--- config.mk ---
export PLATFORM = sky130hd
export DESIGN_NAME = pixclk_divider
export DESIGN_NICKNAME = d
export VERILOG_FILES = /design/src/rtl/pixclk_divider.sv
export SDC_FILE = /design/constraint.sdc
export NUM_CORES = 1
export LEC_CHECK = 0
export ABC_AREA = 1
export CORE_MARGIN = 10
export CORE_UTILIZATION = 60
export CTS_CLUSTER_DIAMETER = 200
export DETAILED_ROUTE_END_ITERATION = 7
export DONT_BUFFER_PORTS = 1
export HOLD_SLACK_MARGIN = 0.1
export PLACE_DENSITY = 0.72
export SYNTH_ARGS = -nofsm -noshare
export SYNTH_HDL_FRONTEND = slang
export SYNTH_SLANG_ARGS = --single-unit
--- constraint.sdc ---
create_clock -name clk_fast -period 4.8 [get_ports clk_fast]
set_input_delay 0.72 -clock clk_fast [delete_from_list [all_inputs] [get_ports clk_fast]]
set_output_delay 0.72 -clock clk_fast [all_outputs]
set_load 0.005 [all_outputs]
--- src/rtl/pixclk_divider.sv ---
module pixclk_divider #(
  parameter int CW = 7
) (
  input  logic          clk_fast,
  input  logic          rst_n,
  input  logic          en_pin,
  input  logic [3:0]    cfg_mod,
  input  logic [1:0]    cfg_post,
  input  logic          cfg_pol,
  input  logic          cfg_suppress,
  output logic          pix_clk
);

  function automatic logic [CW-1:0] mod_of(input logic [3:0] c);
    case (c)
      4'd0:    mod_of = CW'(3);
      4'd1:    mod_of = CW'(4);
      4'd2:    mod_of = CW'(5);
      4'd3:    mod_of = CW'(6);
      4'd4:    mod_of = CW'(8);
      4'd5:    mod_of = CW'(10);
      4'd6:    mod_of = CW'(12);
      4'd7:    mod_of = CW'(16);
      default: mod_of = CW'(20);
    endcase
  endfunction

  logic          sy1_q, sy2_q, act_d_q;
  logic          run_q, lo_p_q, lo_n_q, odd_q;
  logic [CW-1:0] cnt_q, n_q;

  logic          act, start;
  logic [1:0]    post_sh;
  logic [CW-1:0] n_req, half, cnt_nx, last;

  assign act     = cfg_pol ? sy2_q : ~sy2_q;
  assign start   = act & ~act_d_q & ~run_q;
  assign post_sh = (cfg_post == 2'd0) ? 2'd0 : (cfg_post == 2'd1) ? 2'd1 : 2'd2;
  assign n_req   = mod_of(cfg_mod) << post_sh;
  assign half    = CW'((n_q + 1'b1) >> 1);
  assign cnt_nx  = cnt_q + 1'b1;
  assign last    = n_q - 1'b1;

  always_ff @(posedge clk_fast or negedge rst_n) begin
    if (!rst_n) begin
      sy1_q   <= 1'b0;
      sy2_q   <= 1'b0;
      act_d_q <= 1'b1;
    end else begin
      sy1_q   <= en_pin;
      sy2_q   <= sy1_q;
      act_d_q <= act;
    end
  end

  always_ff @(posedge clk_fast or negedge rst_n) begin
    if (!rst_n) begin
      run_q  <= 1'b0;
      cnt_q  <= '0;
      n_q    <= CW'(3);
      odd_q  <= 1'b0;
      lo_p_q <= 1'b0;
    end else if (start) begin
      run_q  <= 1'b1;
      cnt_q  <= '0;
      n_q    <= n_req;
      odd_q  <= n_req[0];
      lo_p_q <= 1'b1;
    end else if (run_q) begin
      if (cnt_q == last) begin
        cnt_q <= '0;
        if (act) begin
          lo_p_q <= 1'b1;
        end else begin
          run_q  <= 1'b0;
          lo_p_q <= 1'b0;
        end
      end else begin
        cnt_q  <= cnt_nx;
        lo_p_q <= (cnt_nx < half);
      end
    end
  end

  always_ff @(negedge clk_fast or negedge rst_n) begin
    if (!rst_n) lo_n_q <= 1'b0;
    else        lo_n_q <= lo_p_q;
  end

  assign pix_clk = ~cfg_suppress & ~(lo_p_q & (lo_n_q | ~odd_q));

endmodule

==> run_results.csv <==
group,metric,value,unit
global_route,grtUsageTotal,13.9,%
sta,final-setup-viol-count,0,
worst_setup_path,path_delay_family,"flip-flops",
clocking,cts.sinks,21,
worst_setup_path,critPathBufInv,0,
clocking,cts_tree,"built",
finish,final_nets,227,
drt,drtPass1Iterations,4,
clocking,cts-root-buf,"clkbuf_4",
global_route,grt_pass1_vias,1333,
worst_setup_path,r2r-end,"lo_n_q",
logic_synthesis,synthTopCellsByArea,"dfrtp_1 (28%), nand2_1 (10%), ha_1 (9.2%)",
die,start_util,61.7,%
logic_synthesis,syn_area_per_cell,7.46,um^2
clocking,hold_buffers,1,
worst_setup_path,crit_slowest_cell,"dfrtn_1",
worst_setup_path,max_stage_delay,0.34,ns
clocking,cts-resized-gates,0,
global_route,grt_start_max_net_pins,18,
sta,slew_headroom,44.9,%
logic_synthesis,seq_area_frac_synth,35.3,%
die,die_w,70.0,um
finish,syn2layout_area_growth,3.84,%
drt,via_per_inst,5.68,
worst_setup_path,critPathCaptureType,"primary output",
power_and_ir_drop,pwr-share-comb,56.1,%
drt,ant_nets,0,
power_and_ir_drop,p_total,1.00,mW
drt,vias,1329,
clocking,cts_inserted_buffers,3,
logic_synthesis,synth_top_area_share,28.4,%
place,dp_hpwl,2600,um
clocking,htree_levels,1,
sta,setup_tns,0,ns
clocking,clk_pin_slew,0.12,ns
logic_synthesis,synthTopCellsByCount,"nand2_1 (41), inv_1 (33), nand3_1 (20), dfrtp_1 (17), nor2_1 (16)",
job,cap_viol_max_count,0,
global_route,antenna_found_initial,0,
drt,wl,3270,um
place,place.gp.congestion,0.934,
sta,finClkSkew,0.00856,ns
die,rows,18,
worst_setup_path,rr_worst_depth,0,
global_route,grt_pass1_wl,5850,um
worst_setup_path,critPathRequiredTime,4.08,ns
worst_setup_path,worstReg2RegStart,"lo_p_q",
logic_synthesis,yosysMostFrequentCell,"nand2_1",
power_and_ir_drop,p_sw,0.478,mW
place,io_buffers,0,
die,die-area,0.00490,mm^2
logic_synthesis,synth_cells,201,
power_and_ir_drop,p_per_area,642,mW/mm^2
run_status,status,"completed",
worst_setup_path,r2r_slack,1.85,ns
logic_synthesis,async_flop_share,100,%
power_and_ir_drop,p_int,0.522,mW
drt,drt-wirelength-per-cell,14.0,um
finish,antenna_cells,0,
die,die_height,70.0,um
worst_setup_path,critPathKind,"flip-flop to primary output",
worst_setup_path,critPathMostFrequentCell,"nor2_1",
drt,remaining_drc_errors,0,
sta,rsz0062_at_grt,"no",
worst_setup_path,path_cells,"nor2_1 > nor2_1 > nor2_1",
power_and_ir_drop,p_sw_share,47.8,%
sta,hold_viol,0,
power_and_ir_drop,p_leak,0.820,nW
clocking,clock_latency,0.30,ns
worst_setup_path,startpoint_type,"flip-flop",
worst_hold_path,hp-class,"input port to async pin",
clocking,cts_max_path_buffers,2,
sta,slew_violations,0,
die,core,0.00243,mm^2
die,io_pins,12,
power_and_ir_drop,power_frac_clock,8.5,%
logic_synthesis,synth-edff-count,0,
logic_synthesis,synth_area,0.00150,mm^2
logic_synthesis,ys_types,26,
power_and_ir_drop,seqPwrFrac,35.5,%
finish,drive_gt1_share,8.33,%
clocking,postCtsSetupRepairBufs,0,
worst_setup_path,cp_max_fo,1,
logic_synthesis,ys_seq_elements,21,
logic_synthesis,synth.net_count,223,
power_and_ir_drop,vdd_ir_drop_max,435,uV
worst_setup_path,critPathArrivalTime,3.31,ns
logic_synthesis,synth_flop_cell,"dfrtp_1",
drt,drt-initial-drc-count,128,
global_route,overflow,0,
sta,tightestPinTransition,0.824,ns
logic_synthesis,ys_warn_count,0,
logic_synthesis,yosysTopAreaCell,"dfrtp_1",
[power groups by stage]
stage / Sequential (mW) / Clock [mW] / Combinational, mW
after detailed placement: 0.358 / 0 / 0.554
after CTS: 0.354 / 0.0864 / 0.561
final: 0.355 / 0.0849 / 0.561
after global placement: 0.353 / 0 / 0.531
after floorplan: 0.318 / 0 / 0.475
after global routing: 0.367 / 0.0949 / 0.662
[worst max path at each step]
stage	start	endpoint	slack, ns	cells after the start
after floorplan	lo_n_q	pix_clk	1.15	3
after global placement	lo_n_q	pix_clk	1.10	3
after detailed placement	lo_n_q	pix_clk	1.09	3
after CTS	lo_n_q	pix_clk	0.75	3
after global routing	lo_n_q	pix_clk	0.70	3
final	lo_n_q	pix_clk	0.77	3
[final cells by class]
type	instances	area, um^2
timing repair buffer	1	10.0
multi-input combinational	142	820
fill	216	875
tap	30	37.5
clock buffer	4	26.3
sequential	21	529
inverter	36	135
[logic make-up (layout without fill, tap and decap cells)]
| family | Yosys count | count (layout) | share of synthesized area, % |
|---|---|---|---|
| flops | 21 | 21 | 35.3 |
| xor+xnor | 13 | 13 | 8.09 |
| compound gates | 29 | 29 | 11.2 |
| simple gates | 89 | 89 | 26.2 |
| fa+ha+maj | 11 | 11 | 9.17 |
| buf+inv | 38 | 41 | 10.1 |
[cells in the final DEF (no fill, tap or decap), drive strengths merged]
cell	count
and2	1
a22oi	4
nand3	21
nor2	19
clkbuf	4
xor2	9
a21oi	8
dfrtp	17
inv	36
o21ai	11
dfrtn	1
dfstp	3
ha	11
a221oi	2
dlygate4sd3	1
nand2	44
xnor2	4
o22ai	4
nor3	4
[state kept, by name, summed over array words and instances (netlist names)]
signal	count
run_q	1
n_q	7
cnt_q	7
sy1_q	1
act_d_q	1
odd_q	1
sy2_q	1
lo_n_q	1
lo_p_q	1
[layer usage]
metal | vias to the layer above | part of all wire [%] | track usage, %
met4 | 0 | 1.8 | 3.95
met1 | 618 | 45 | 18.6
met5 | - | 0 | 0
met3 | 10 | 5.1 | 2.26
li1 | 656 | - | -
met2 | 45 | 48 | 22.2
[through the flow]
step	instance area, um^2	hold slack, ns	setup WS, ns	instances	utilization (%)
after floorplan	1500	0.331	1.15	201	-
after global placement	1520	0.344	1.10	229	62.6
after detailed placement	1520	0.344	1.09	229	62.6
after CTS	1560	0.235	0.755	234	64.0
after global routing	1560	0.213	0.700	234	64.0
final	1560	0.238	0.773	234	64.0
(Power assumes the default switching activity.)
